==> src/rtl/blkmode_pkg.sv <==
package blkmode_pkg;
  typedef enum logic { CHAIN_CBC = 1'b0, CHAIN_CTR = 1'b1 } chain_mode_e;
  typedef enum logic { SEQ_IDLE = 1'b0, SEQ_BUSY = 1'b1 } seq_state_e;
endpackage

==> src/rtl/blkmode_feed.sv <==
// Builds the word handed to the cipher core and its direction bit.
module blkmode_feed
  import blkmode_pkg::*;
#(
  parameter int BLK_W = 64
) (
  input  chain_mode_e      mode,
  input  logic             dec,
  input  logic [BLK_W-1:0] data,
  input  logic [BLK_W-1:0] chain,
  output logic [BLK_W-1:0] core_word,
  output logic             core_inv
);
  function automatic logic [BLK_W-1:0] pick_word(chain_mode_e m, logic d,
                                                  logic [BLK_W-1:0] x,
                                                  logic [BLK_W-1:0] c);
    if (m == CHAIN_CTR) return c;       // keystream from counter
    else if (d)         return x;       // CBC decrypt: raw ciphertext
    else                return x ^ c;   // CBC encrypt: whitened plaintext
  endfunction

  always_comb begin
    core_word = pick_word(mode, dec, data, chain);
    core_inv  = (mode == CHAIN_CBC) && dec;
  end
endmodule

==> src/rtl/blkmode_merge.sv <==
// Combines the core result with the held block and computes the next chain value.
module blkmode_merge
  import blkmode_pkg::*;
#(
  parameter int BLK_W = 64
) (
  input  chain_mode_e      mode,
  input  logic             dec,
  input  logic [BLK_W-1:0] data,
  input  logic [BLK_W-1:0] chain,
  input  logic [BLK_W-1:0] core_res,
  output logic [BLK_W-1:0] result,
  output logic [BLK_W-1:0] chain_next
);
  function automatic logic [BLK_W-1:0] form_result(chain_mode_e m, logic d,
                                                    logic [BLK_W-1:0] x,
                                                    logic [BLK_W-1:0] c,
                                                    logic [BLK_W-1:0] r);
    if (m == CHAIN_CTR) return x ^ r;
    else if (d)         return r ^ c;
    else                return r;
  endfunction

  function automatic logic [BLK_W-1:0] form_next(chain_mode_e m, logic d,
                                                  logic [BLK_W-1:0] x,
                                                  logic [BLK_W-1:0] c,
                                                  logic [BLK_W-1:0] r);
    if (m == CHAIN_CTR) return c + {{(BLK_W-1){1'b0}}, 1'b1};
    else if (d)         return x;
    else                return r;
  endfunction

  always_comb begin
    result     = form_result(mode, dec, data, chain, core_res);
    chain_next = form_next(mode, dec, data, chain, core_res);
  end
endmodule

==> src/rtl/blkmode_seq.sv <==
// Two-state sequencer: one block in flight at a time.
module blkmode_seq
  import blkmode_pkg::*;
(
  input  logic clk,
  input  logic rst_n,
  input  logic in_valid,
  input  logic iv_load,
  input  logic core_done,
  output logic in_ready,
  output logic accept,
  output logic busy,
  output logic blk_done
);
  seq_state_e state_q;

  always_comb begin
    busy     = (state_q == SEQ_BUSY);
    in_ready = !busy && !iv_load;
    accept   = in_valid && in_ready;
    blk_done = busy && core_done;
  end

  always_ff @(posedge clk or negedge rst_n) begin
    if (!rst_n)        state_q <= SEQ_IDLE;
    else if (accept)   state_q <= SEQ_BUSY;
    else if (blk_done) state_q <= SEQ_IDLE;
  end
endmodule

==> src/rtl/blkmode_ctrl.sv <==
module blkmode_ctrl
  import blkmode_pkg::*;
#(
  parameter int BLK_W = 64
) (
  input  logic             clk,
  input  logic             rst_n,
  input  logic             mode_ctr,
  input  logic             dir_dec,
  input  logic             iv_load,
  input  logic [BLK_W-1:0] iv_value,
  input  logic             in_valid,
  input  logic [BLK_W-1:0] in_data,
  output logic             in_ready,
  output logic             out_valid,
  output logic [BLK_W-1:0] out_data,
  output logic             core_start,
  output logic [BLK_W-1:0] core_din,
  output logic             core_dec,
  input  logic             core_done,
  input  logic [BLK_W-1:0] core_dout
);
  // Named internal events (also observed by the bound checker)
  logic             accept_w;
  logic             busy_w;
  logic             blk_done_w;
  logic             mode_is_ctr_w;

  // Captured block context
  chain_mode_e      mode_q;
  logic             dec_q;
  logic [BLK_W-1:0] data_q;
  logic [BLK_W-1:0] chain_q;
  logic             pend_q;
  logic [BLK_W-1:0] pend_val_q;

  // Datapath results
  chain_mode_e      mode_live;
  logic [BLK_W-1:0] feed_word;
  logic             feed_inv;
  logic [BLK_W-1:0] merge_res;
  logic [BLK_W-1:0] merge_next;

  assign mode_live     = mode_ctr ? CHAIN_CTR : CHAIN_CBC;
  assign mode_is_ctr_w = (mode_q == CHAIN_CTR);

  blkmode_seq u_seq (
    .clk      (clk),
    .rst_n    (rst_n),
    .in_valid (in_valid),
    .iv_load  (iv_load),
    .core_done(core_done),
    .in_ready (in_ready),
    .accept   (accept_w),
    .busy     (busy_w),
    .blk_done (blk_done_w)
  );

  blkmode_feed #(.BLK_W(BLK_W)) u_feed (
    .mode     (mode_live),
    .dec      (dir_dec),
    .data     (in_data),
    .chain    (chain_q),
    .core_word(feed_word),
    .core_inv (feed_inv)
  );

  blkmode_merge #(.BLK_W(BLK_W)) u_merge (
    .mode      (mode_q),
    .dec       (dec_q),
    .data      (data_q),
    .chain     (chain_q),
    .core_res  (core_dout),
    .result    (merge_res),
    .chain_next(merge_next)
  );

  // Capture of block context and core request
  always_ff @(posedge clk or negedge rst_n) begin
    if (!rst_n) begin
      mode_q     <= CHAIN_CBC;
      dec_q      <= 1'b0;
      data_q     <= '0;
      core_din   <= '0;
      core_dec   <= 1'b0;
      core_start <= 1'b0;
    end else begin
      core_start <= accept_w;
      if (accept_w) begin
        mode_q   <= mode_live;
        dec_q    <= dir_dec;
        data_q   <= in_data;
        core_din <= feed_word;
        core_dec <= feed_inv;
      end
    end
  end

  // Chaining register with deferred load
  always_ff @(posedge clk or negedge rst_n) begin
    if (!rst_n) begin
      chain_q    <= '0;
      pend_q     <= 1'b0;
      pend_val_q <= '0;
    end else begin
      if (!busy_w && iv_load) begin
        chain_q <= iv_value;
      end else if (blk_done_w) begin
        if (iv_load)     chain_q <= iv_value;
        else if (pend_q) chain_q <= pend_val_q;
        else             chain_q <= merge_next;
      end
      if (blk_done_w) begin
        pend_q <= 1'b0;
      end else if (busy_w && iv_load) begin
        pend_q     <= 1'b1;
        pend_val_q <= iv_value;
      end
    end
  end

  // Result register
  always_ff @(posedge clk or negedge rst_n) begin
    if (!rst_n) begin
      out_valid <= 1'b0;
      out_data  <= '0;
    end else begin
      out_valid <= blk_done_w;
      if (blk_done_w) out_data <= merge_res;
    end
  end
endmodule

==> config.mk <==
export PLATFORM = sky130hd
export DESIGN_NAME = blkmode_ctrl
export DESIGN_NICKNAME = d
export VERILOG_FILES = /design/src/rtl/blkmode_pkg.sv /design/src/rtl/blkmode_feed.sv /design/src/rtl/blkmode_merge.sv /design/src/rtl/blkmode_seq.sv /design/src/rtl/blkmode_ctrl.sv
export SDC_FILE = /design/constraint.sdc
export NUM_CORES = 1
export LEC_CHECK = 0
export ABC_AREA = 1
export ABC_CLOCK_PERIOD_IN_PS = 3000
export BUFFER_PORTS_ARGS = -buffer_cell sky130_fd_sc_hd__buf_2
export CORE_ASPECT_RATIO = 0.6
export CORE_MARGIN = 4
export CORE_UTILIZATION = 30
export CTS_BUF_LIST = sky130_fd_sc_hd__clkbuf_8
export DETAILED_ROUTE_END_ITERATION = 8
export MAX_ROUTING_LAYER = met4
export PLACE_DENSITY = 0.44
export SLEW_MARGIN = 10
export SYNTH_ARGS = -nofsm -noshare
export SYNTH_HDL_FRONTEND = slang
export SYNTH_HIERARCHICAL = 1
export SYNTH_SLANG_ARGS = --single-unit
==> constraint.sdc <==
create_clock -name clk -period 3 [get_ports clk]
set_input_delay 0.15 -clock clk [delete_from_list [all_inputs] [get_ports clk]]
set_output_delay 0.15 -clock clk [all_outputs]
set_load 0.01 [all_outputs]
==> results of run 1 <==
-- logic make-up after synthesis --
kind of cell | Yosys count | synth area share, %
fa+ha+maj | 1 | 0.0629
xor+xnor | 64 | 2.82
compound gates | 341 | 8.98
simple gates | 1467 | 30.2
flops | 327 | 41.1
mux | 131 | 7.42
buf+inv | 428 | 9.42
-- layout make-up --
class                      count  share of cell area, %
clock buffer                  74                   3.97
multi-input combinational   2004                   38.4
inverter                     276                   4.06
tap                          888                   4.33
clock inverter                29                  0.653
antenna                        6                 0.0585
sequential                   327                   31.9
timing repair buffer         587                   16.6
-- metrics by stage --
step | instance area [sq um] | setup slack [ps] | util [%]
after global placement | 22500 | 487 | 34.6
after global routing | 25700 | 190 | 39.5
after CTS | 25700 | 435 | 39.5
after detailed placement | 22500 | 465 | 34.6
final | 25700 | 361 | 39.5
after floorplan | 19900 | 1260 | -
-- critical path: stages, from the launching register on --
cell and delay (ps):
dfrtp_1 560, nand2_1 150, nor2_1 430, nand2_1 190, nor2_1 150, nand2_2 180, inv_1 280, nand3_1 120
nand3_1 110, nand2_1 60, nand2_1 60, nand3_1 60, nand3_1 110, nand2_1 60
-- placed cells by master (no fill, tap or decap), types with 64 or more instances in the layout --
cell and count:
buf_2 329, nand3_1 169, nand4_1 66, a21oi_1 90
xor2_1 64, nor2_1 135, clkbuf_8 74, nand2_1 1064
inv_1 288, o21ai_0 166, dfrtp_1 324, dlygate4sd3_1 198
mux2_2 131
-- registers in the layout (all words and copies together) (netlist names) --
name,cells
mode_is_ctr_w,1
pend_q,1
data_q,64
pend_val_q,64
dec_q,1
u_seq/busy,1
core_din,64
core_dec,1
out_data,64
out_valid,1
chain_q,64
core_start,1
-- how the worst max path moves through the flow --
| stage | start | endpoint | cells past startpoint |
|---|---|---|---|
| floorplan | chain_q[1] | chain_q[52] | 14 |
| global placement | chain_q[29] | chain_q[46] | 13 |
| detailed placement | chain_q[29] | chain_q[46] | 13 |
| CTS | chain_q[29] | chain_q[46] | 13 |
| global route | chain_q[10] | chain_q[53] | 13 |
| finish | chain_q[29] | chain_q[46] | 13 |
-- metal layers --
layer / vias up / wire length [microns] / track usage [%]
met2: 846 / 35400 / 34.3
li1: 9810 / - / -
met3: 99 / 6930 / 5.11
met1: 10109 / 43400 / 37.1
met5: - / 0 / -
met4: 0 / 1340 / 4.70
-- where the power goes --
group / internal (uW) / switching [uW] / leakage (uW) / total [uW]
clock: 2360 / 2080 / 0.000697 / 4440
combinational: 2610 / 4200 / 0.00851 / 6810
sequential: 5740 / 1150 / 0.00398 / 6900
==> metrics.cfg, run 1 <==
[run_status]
outcome=complete, no violations

[grt]
grt_pass1_wl_mm=131
grt_max_degree=129
first_global_vias=20259
overflow=0
grt_use_total_pct=24.7
grt_antenna_before_repair=7

[synthesis]
synthArstFlopShare_pct=100
synth_enable_flop_cells=0
synth.area.top_cells=dfrtp_1, nand2_1, mux2_2
yosysMostFrequentCell=nand2_1
yosys-top-cells-count=nand2_1, dfrtp_1, inv_1
syn_area_per_cell_sq_um=7.21
synth_cells=2759
synth_fp_nets=2959
synth-main-ff-cell=dfrtp_1
seq_area_frac_synth_pct=41.1
ys_ff_latch=327
synth.top_cell.area_share_pct=41.1
yosysTopAreaCell=dfrtp_1
syn-cell-area_sq_um=19900
yosysUniqueCellTypes=27
synth_warnings=6

[cts]
clk-insertion-delay-late_ps=680
cts_buffer_depth=3
numCtsBuffers=58
cts_resized=0
cts_setup_buffers=0
cts-root-buf=clkbuf_8
clock_sinks=327
cts_tree=built
h-tree-depth=2
holdBufCountCts=198
clk_pin_slew_ps=70

[sta]
worst_pin_slew_ps=1050
maxSlewHeadroom_pct=29.7
period_share_pct=88.0
drv_slew=0
period_needed_ps=2640
hold_ws_ps=56.4
fin_skew_ps=19.7
finalSetupTns_ps=0
fmax_mhz=379
rsz0062_at_grt=false
finalSetupViolCount=0
finalHoldViolCount=0

[critical_path]
r2r-start=chain_q[29]
end_kind=register
critPathKind=reg2reg
cp.required_ps=3560
crit_arrival_ps=3200
ff2ff_path_depth=13
path_max_fanout=7
r2r_slack_ps=360
cp-start-kind=register
r2r-end=chain_q[46]

[routing]
drtAntennaViolNets=0
routedWlPerCell_microns=20.8
vias_per_cell=4.98
drt_iter0_markers=1955
firstDrtPassIters=5
vias=20864
drcViolationCount=0
wl_mm=87.0

[power]
power_leakage_uw=0.0132
vdd_drop_max_mv=0.333
cellPowerDensity_nw_per_um2=707
p_total_uw=18100

[die]
die_w_microns=340
die_area_sq_um=70600
rows=72
io-pin-count=331
chipHeight_microns=207
initial_utilization_pct=30.6
design.core.area_sq_um=65000

[cells_and_area]
multi_input_area_sq_um=9860
layout-drive-gt1-share_pct=19.6
register_area_sq_um=8190
area_growth_pct=29.1
layoutNonFillerInstCount=4191
nets=3454
fill_cells=7018

[placement]
post-dp-hpwl_mm=61.6
gp_congestion=0.939
dpl.cell_count=3884
portBuffers=330

[worst_hold_path]
min-delay-start=in_valid
min_delay_path_depth=3
hold_class=in2reg
worst_hold_path.endpoint=core_start

[job]
drv_cap=0

Power figures use the tool's default switching activity.
==> inputs of run 2 (changes only) <==
--- a/config.mk
+++ b/config.mk
@@ -5,7 +5,6 @@
 export SDC_FILE = /design/constraint.sdc
 export NUM_CORES = 1
 export LEC_CHECK = 0
-export ABC_AREA = 1
 export ABC_CLOCK_PERIOD_IN_PS = 3000
 export BUFFER_PORTS_ARGS = -buffer_cell sky130_fd_sc_hd__buf_2
 export CORE_ASPECT_RATIO = 0.6
==> run 2 against run 1 <==
Against the previous run: die area increased by 0.24%; synthesized area rose by 0.25%; hold slack worse by 29 ps; register-to-register slack worse by 270 ps; cell count down 22%; synthesized cell count decreased by 34%; sequential power grew 3%; critical path type unchanged; critical endpoint is now chain_q[58]; highest routed layer unchanged.
==> metrics.cfg, run 2 <==
[run_status]
outcome=complete, no violations

[synthesis]
synth.top_cell.area_share_pct=41.0  ; -0.10 points
synthXorXnorAreaFrac_pct=4.52  ; +1.7 points
seq_area_frac_synth_pct=41.0  ; -0.10 points
yosysTopAreaCell=dfrtp_1
yosys-top-cells-count=dfrtp_1, nor2b_1, mux2_1
syn_area_per_cell_sq_um=11.0  ; +52%
synthArstFlopShare_pct=100  ; unchanged
synth-simple-area-share_pct=16.3  ; -14 points
synth_fp_nets=2014  ; -32%
synth_fa_ha_area_share_pct=0.0627  ; -0.00015 points
synth.area.mux_share_pct=16.3  ; +8.8 points
syn-cell-area_sq_um=19900  ; +0.25%
synth-main-ff-cell=dfrtp_1
synth_top_family_by_area=compound AO/OA/AOI/OAI gates
yosysUniqueCellTypes=61  ; +130%
yosysMostFrequentCell=dfrtp_1
synth.area.top_cells=dfrtp_1, mux2_1, nor2b_1
synth_compound_area_share_pct=17.1  ; +8.1 points
synth_cells=1814  ; -34%
synth_warnings=6  ; unchanged
ys_ff_latch=327  ; unchanged
synth_enable_flop_cells=0  ; unchanged

[cells_and_area]
most-common-layout-cells=buf_2, dfrtp_1, dlygate4sd3_1
layout_commonest_cell=buf_2
fill_cells=6387  ; -9.0%
nets=2549  ; -26%
area_growth_pct=30.4
layoutNonFillerInstCount=3279  ; -22%
fin_area_sq_um=26000  ; +1.2%
layout-drive-gt1-share_pct=28.0  ; +8.5 points

[routing]
drcViolationCount=0  ; unchanged
drtAntennaViolNets=0  ; unchanged
firstDrtPassIters=5  ; unchanged
vias=17237  ; -17%
drt_iter0_markers=1242  ; -36%
routedWlPerCell_microns=23.1  ; +11%
vias_per_cell=5.26  ; +5.6%
wl_mm=75.7  ; -13%

[grt]
first_global_vias=17870  ; -12%
overflow=0  ; unchanged
grt_use_total_pct=21.4  ; -3.4 points
grt_max_degree=131  ; +1.6%
grt_antenna_before_repair=6  ; -1
grt_pass1_wl_mm=115  ; -12%

[power]
power_leakage_uw=0.0108  ; -18%
pwr-share-seq_pct=38.3  ; +0.3 points
p_comb_share_pct=38.1  ; +0.6 points
cellPowerDensity_nw_per_um2=711  ; +0.61%
p_switching_uw=6830  ; -8.1%
p_clk_share_pct=23.6  ; -0.9 points
p_int_uw=11700  ; +8.8%
vdd_drop_max_mv=0.325  ; -2.5%
p_sw_share_pct=36.9  ; -4.0 points

[critical_path]
cp-start-kind=register
crit_arrival_ps=3510  ; +310 ps
ff2ff_path_depth=9  ; -4
end_kind=register
r2r-start=chain_q[1]
critPathKind=reg2reg
crit_path_start=chain_q[1]
r2r_slack_ps=90  ; -270 ps
cp.required_ps=3600  ; +40 ps
path_max_fanout=8  ; +1
r2r-end=chain_q[58]
crit_end=chain_q[58]

[placement]
dpl-instance-area_sq_um=22800  ; +1.6%
portBuffers=330  ; unchanged
gp_congestion=0.784  ; -16%
post-dp-hpwl_mm=49.1  ; -20%
dpl.cell_count=2980  ; -23%

[die]
io-pin-count=331  ; unchanged
chipHeight_microns=208  ; +0.12%
initial_utilization_pct=30.6  ; +0.033 points
rows=72  ; unchanged
design.core.area_sq_um=65100  ; +0.14%
die_w_microns=341  ; +0.12%
die_area_sq_um=70800  ; +0.24%

[cts]
clock_sinks=327  ; unchanged
cts-root-buf=clkbuf_8
cts_setup_buffers=0  ; unchanged
clk_pin_slew_ps=60  ; about the same
cts_buffer_depth=3  ; unchanged
h-tree-depth=2  ; unchanged
numCtsBuffers=58  ; unchanged
cts_tree=built
clk-insertion-delay-late_ps=690  ; about the same

[sta]
fin_skew_ps=27.5  ; +7.82 ps
worst_pin_slew_ps=983  ; -71.3 ps
maxSlewHeadroom_pct=34.5  ; +4.8 points
fmax_mhz=344  ; -9.3%
rsz0062_at_grt=false
drv_slew=0  ; unchanged
period_share_pct=97.0  ; +9.0 points
finalHoldViolCount=0  ; unchanged
finalSetupTns_ps=0  ; unchanged
finalSetupViolCount=0  ; unchanged
period_needed_ps=2910  ; +271 ps

[job]
drv_cap=0  ; unchanged

[worst_hold_path]
hold_class=in2async

## run 2: cell count changes in the layout (fill, tap and decap cells not counted), moves of 120 or more
cell and change:
o21ai_0 -145, mux2_1 +140, nand3_1 -151, nor2b_1 +181, nand2_1 -1034, nor2_1 -126, a211oi_1 +120, inv_1 -260
## run 2: critical path, stage by stage, from the launching register on
cell,delay (ps)
dfrtp_1,350
ha_1,200
nand4_2,200
or4_4,530
or3_4,510
or4_1,530
a31oi_1,170
nor2b_1,140
a211oi_1,60
o2bb2ai_1,150
## run 2: layout make-up
| type | count | area [sq um] | share of cell area (%) |
|---|---|---|---|
| multi-input cells | 1314 | 10900 | 41.8 |
| flip-flops and latches | 327 | 8190 | 31.5 |
| repair buffers | 633 | 4610 | 17.7 |
| well taps | 888 | 1110 | 4.27 |
| clock buffers | 75 | 1030 | 3.97 |
| clock inverters | 20 | 106 | 0.409 |
| inverters | 15 | 57.6 | 0.221 |
| diodes | 7 | 17.5 | 0.0674 |
## run 2: per-stage QoR
step           hold WS [ps]  utilization [%]  worst slack (ps)  total power [uW]
2_1_floorplan          -146                -              37.2             11100
3_3_place_gp            169             35.1             0.201             13800
3_5_place_dp            172             35.1             -42.7             14000
4_1_cts                5.61             39.8              8.50             18700
5_1_grt                32.8             39.9              8.68             19700
6_report               27.8             39.9              89.9             18500
## run 2: kinds of logic after synthesis
family	after synthesis
xor+xnor	103
mux	269
fa+ha+maj	1
flops	327
buf+inv	174
simple gates	476
compound gates	464
## run 2: what timing repair did
action                                  4_1_cts  5_1_grt
hold buffers                                196        0
hold endpoints to repair                    648        0
gates resized for setup                       1        5
gates cloned                                  0        1
pin swaps                                     0        2
endpoints found under the setup margin        5        7
## run 2: how the worst min path moves through the flow
stage / startpoint / end / slack, ps / depth (start not counted)
floorplan: rst_n / chain_q[0] / -150 / 0
global placement: rst_n / core_din[41] / 170 / 1
detailed placement: rst_n / core_din[41] / 170 / 1
CTS: rst_n / core_din[41] / 6 / 2
global route: rst_n / core_din[41] / 30 / 2
finish: rst_n / core_din[41] / 30 / 2
## run 2: layer usage
layer | global-route usage (%) | vias up | part of all wire [%]
met2 | 29.8 | 424 | 41
met4 | 4.39 | 0 | 1.4
met1 | 31.8 | 8754 | 52
met5 | - | - | 0
li1 | - | 7982 | -
met3 | 4.15 | 77 | 5.2
## run 2: power groups by stage
stage	Clock (uW)	Combinational (uW)	Sequential [uW]
4_1_cts	4520	7080	7080
5_1_grt	4710	7680	7300
2_1_floorplan	0	3770	7300
3_3_place_gp	0	6760	7090
3_5_place_dp	0	6820	7140
6_report	4360	7050	7080
==> inputs of run 3 (changes only) <==
--- a/config.mk
+++ b/config.mk
@@ -5,7 +5,8 @@
 export SDC_FILE = /design/constraint.sdc
 export NUM_CORES = 1
 export LEC_CHECK = 0
-export ABC_CLOCK_PERIOD_IN_PS = 3000
+export ABC_AREA = 1
+export ABC_CLOCK_PERIOD_IN_PS = 3780
 export BUFFER_PORTS_ARGS = -buffer_cell sky130_fd_sc_hd__buf_2
 export CORE_ASPECT_RATIO = 0.6
 export CORE_MARGIN = 4
@@ -17,5 +18,4 @@
 export SLEW_MARGIN = 10
 export SYNTH_ARGS = -nofsm -noshare
 export SYNTH_HDL_FRONTEND = slang
-export SYNTH_HIERARCHICAL = 1
 export SYNTH_SLANG_ARGS = --single-unit
==> constraint.sdc (replaced) <==
create_clock -name clk -period 3.78 [get_ports clk]
set_input_delay 0.189 -clock clk [delete_from_list [all_inputs] [get_ports clk]]
set_output_delay 0.189 -clock clk [all_outputs]
set_load 0.01 [all_outputs]
==> run 3 against run 2 <==
Against the previous run: design area decreased by 5.2%; non-clock buffer count shrank 73; clock skew increased by 18 ps; sequential power down 20%; register-to-register slack better by 850 ps; critical path type unchanged; critical endpoint is now chain_q[7].
==> metrics.cfg, run 3 <==
[run_status]
outcome=complete, no violations

[die]
die_w_microns=334  ; -2.1%
initial_utilization_pct=30.4  ; -0.23 points
design.core.area_sq_um=62800  ; -3.6%
rows=71  ; -1.4%
chipHeight_microns=203  ; -2.1%
io-pin-count=331  ; unchanged
die_area_sq_um=67900  ; -4.2%

[routing]
drcViolationCount=0  ; unchanged
routedWlPerCell_microns=22.3  ; -3.5%
wl_mm=90.0  ; +19%
drtAntennaViolNets=0  ; unchanged
firstDrtPassIters=5  ; unchanged
vias_per_cell=4.98  ; -5.4%
vias=20090  ; +17%
drt_iter0_markers=2059  ; +66%

[critical_path]
ff2ff_path_depth=7  ; -2
cp-start-kind=register
cp_slowest_cell=dfrtp_4
path_cells=nor2_1 -> buf_4 -> a221oi_1 -> o21ai_0 -> nand2_1 -> nand2_1 -> o21ai_0
critPathKind=reg2reg
crit_arrival_ps=3420  ; -90 ps
r2r-end=chain_q[7]
r2r_slack_ps=940  ; +850 ps
end_kind=register
max_stage_delay_ps=800  ; +270 ps
path_max_fanout=40  ; +32
cp.required_ps=4360  ; +760 ps
r2r-start=mode_is_ctr_w

[placement]
post-dp-hpwl_mm=66.7  ; +36%
dpl-instance-area_sq_um=21500  ; -5.9%
portBuffers=330  ; unchanged
gp_congestion=0.967  ; +23%

[sta]
fmax_mhz=352  ; +2.4%
fin_skew_ps=45.3  ; +17.8 ps
finalSetupTns_ps=0  ; unchanged
drv_slew=0  ; unchanged
period_needed_ps=2840  ; -69.4 ps
worst_pin_slew_ps=1020  ; +35.1 ps
period_share_pct=75.1  ; -22 points
rsz0062_at_grt=false
finalHoldViolCount=0  ; unchanged
maxSlewHeadroom_pct=32.1  ; -2.3 points
finalSetupViolCount=0  ; unchanged

[synthesis]
synth-main-ff-cell=dfrtp_1
yosysMostFrequentCell=nand2_1
synth.area.top_cells=dfrtp_1, nand2_1, o21ai_0
yosysTopAreaCell=dfrtp_1
ys_ff_latch=327  ; unchanged
syn_area_per_cell_sq_um=7.11  ; -35%
yosysUniqueCellTypes=37  ; -39%
yosys-top-cells-count=nand2_1, o21ai_0, dfrtp_1
syn-cell-area_sq_um=19100  ; -4.3%
synth_enable_flop_cells=0  ; unchanged
synth_fp_nets=2883  ; +43%
synth_warnings=0  ; -6
synth.top_cell.area_share_pct=42.9  ; +1.8 points
synthArstFlopShare_pct=100  ; unchanged
synth_cells=2683  ; +48%
seq_area_frac_synth_pct=42.9  ; +1.8 points

[grt]
grt_max_degree=123  ; -6.1%
grt_antenna_before_repair=2  ; -4
first_global_vias=19637  ; +9.9%
grt_use_total_pct=26.8  ; +5.4 points
overflow=0  ; unchanged
grt_pass1_wl_mm=132  ; +15%

[power]
cellPowerDensity_nw_per_um2=565  ; -21%
power_leakage_uw=0.0122  ; +13%
vdd_drop_max_mv=0.271  ; -17%

[cells_and_area]
layout_commonest_cell=nand2_1
most-common-layout-cells=nand2_1, o21ai_0, buf_2
area_growth_pct=29.2
layout-drive-gt1-share_pct=16.1  ; -12 points
fin_area_sq_um=24700  ; -5.2%
nets=3355  ; +32%

[cts]
h-tree-depth=2  ; unchanged
cts_buffer_depth=3  ; unchanged
clk_pin_slew_ps=70  ; about the same
cts_tree=built
cts-root-buf=clkbuf_8
clock_sinks=327  ; unchanged
numCtsBuffers=57  ; -1.7%
cts_setup_buffers=0  ; unchanged
clk-insertion-delay-late_ps=690  ; about the same

[worst_hold_path]
hold_class=in2async

[job]
drv_cap=0  ; unchanged

## run 3: how the worst max path moves through the flow
| stage | to | from | slack (ps) | cells after the start |
|---|---|---|---|---|
| 6_report | chain_q[7] | mode_is_ctr_w | 940 | 7 |
| 5_1_grt | out_data[21] | mode_is_ctr_w | 830 | 6 |
| 4_1_cts | out_data[21] | mode_is_ctr_w | 1020 | 6 |
| 3_5_place_dp | out_data[21] | mode_is_ctr_w | 1050 | 6 |
| 3_3_place_gp | out_data[21] | mode_is_ctr_w | 1080 | 6 |
| 2_1_floorplan | chain_q[42] | chain_q[1] | 2050 | 14 |
## run 3: timing repair
action | in CTS | in global routing
hold endpoints to repair | 407 | 0
gates resized for setup | 0 | 0
hold buffers | 197 | 0
## run 3: final cells by class
cell class	instances	area, sq um
Fill cell	6713	38100
Clock buffer	69	950
Timing Repair Buffer	560	3960
Sequential cell	327	8190
Tap cell	839	1050
Multi-Input combinational cell	1939	9280
Inverter	270	1010
Antenna cell	2	5.00
Clock inverter	32	224
## run 3: worst max-delay path: cells and delay by family, from the launching register on
kind            cells  cell delay [ps]
compound gates      3             1140
flops               1              800
buf+inv             1              270
simple gates        3              530
## run 3: cell families (layout without fill, tap and decap cells)
logic type | after synthesis | count (layout) | synth area share (%)
compound gates | 646 | 646 | 17.4
xor+xnor | 133 | 133 | 6.10
fa+ha+maj | 1 | 1 | 0.0655
buf+inv | 417 | 931 | 8.72
flops | 327 | 327 | 42.9
mux | 14 | 14 | 0.826
other cells | 0 | 2 | 0
simple gates | 1145 | 1145 | 24.0
## run 3: metal layers
layer	routed length [microns]	track usage, %	up-vias	share of wire, %
met1	45500	41.2	9628	51
met5	0	-	-	0
met2	33300	33.8	851	37
met4	1620	5.10	0	1.8
met3	9520	8.04	108	11
li1	-	-	9503	-
## run 3: power by group
| group | total, uW | internal (uW) | switching, uW |
|---|---|---|---|
| logic | 4740 | 1700 | 3040 |
| clock network | 3530 | 1850 | 1680 |
| registers | 5660 | 4470 | 1190 |
| total | 13900 | 8030 | 5910 |
## run 3: per-stage QoR
step	util [%]	worst slack [ps]	total power (uW)	std cells	hold WS, ps
after floorplan	-	2050	7860	2683	-107
after global placement	34.3	1080	10200	3738	388
after detailed placement	34.3	1050	10200	3738	387
after CTS	39.3	1020	13900	4036	165
after global routing	39.3	829	14800	4038	260
final	39.3	939	13900	4038	203
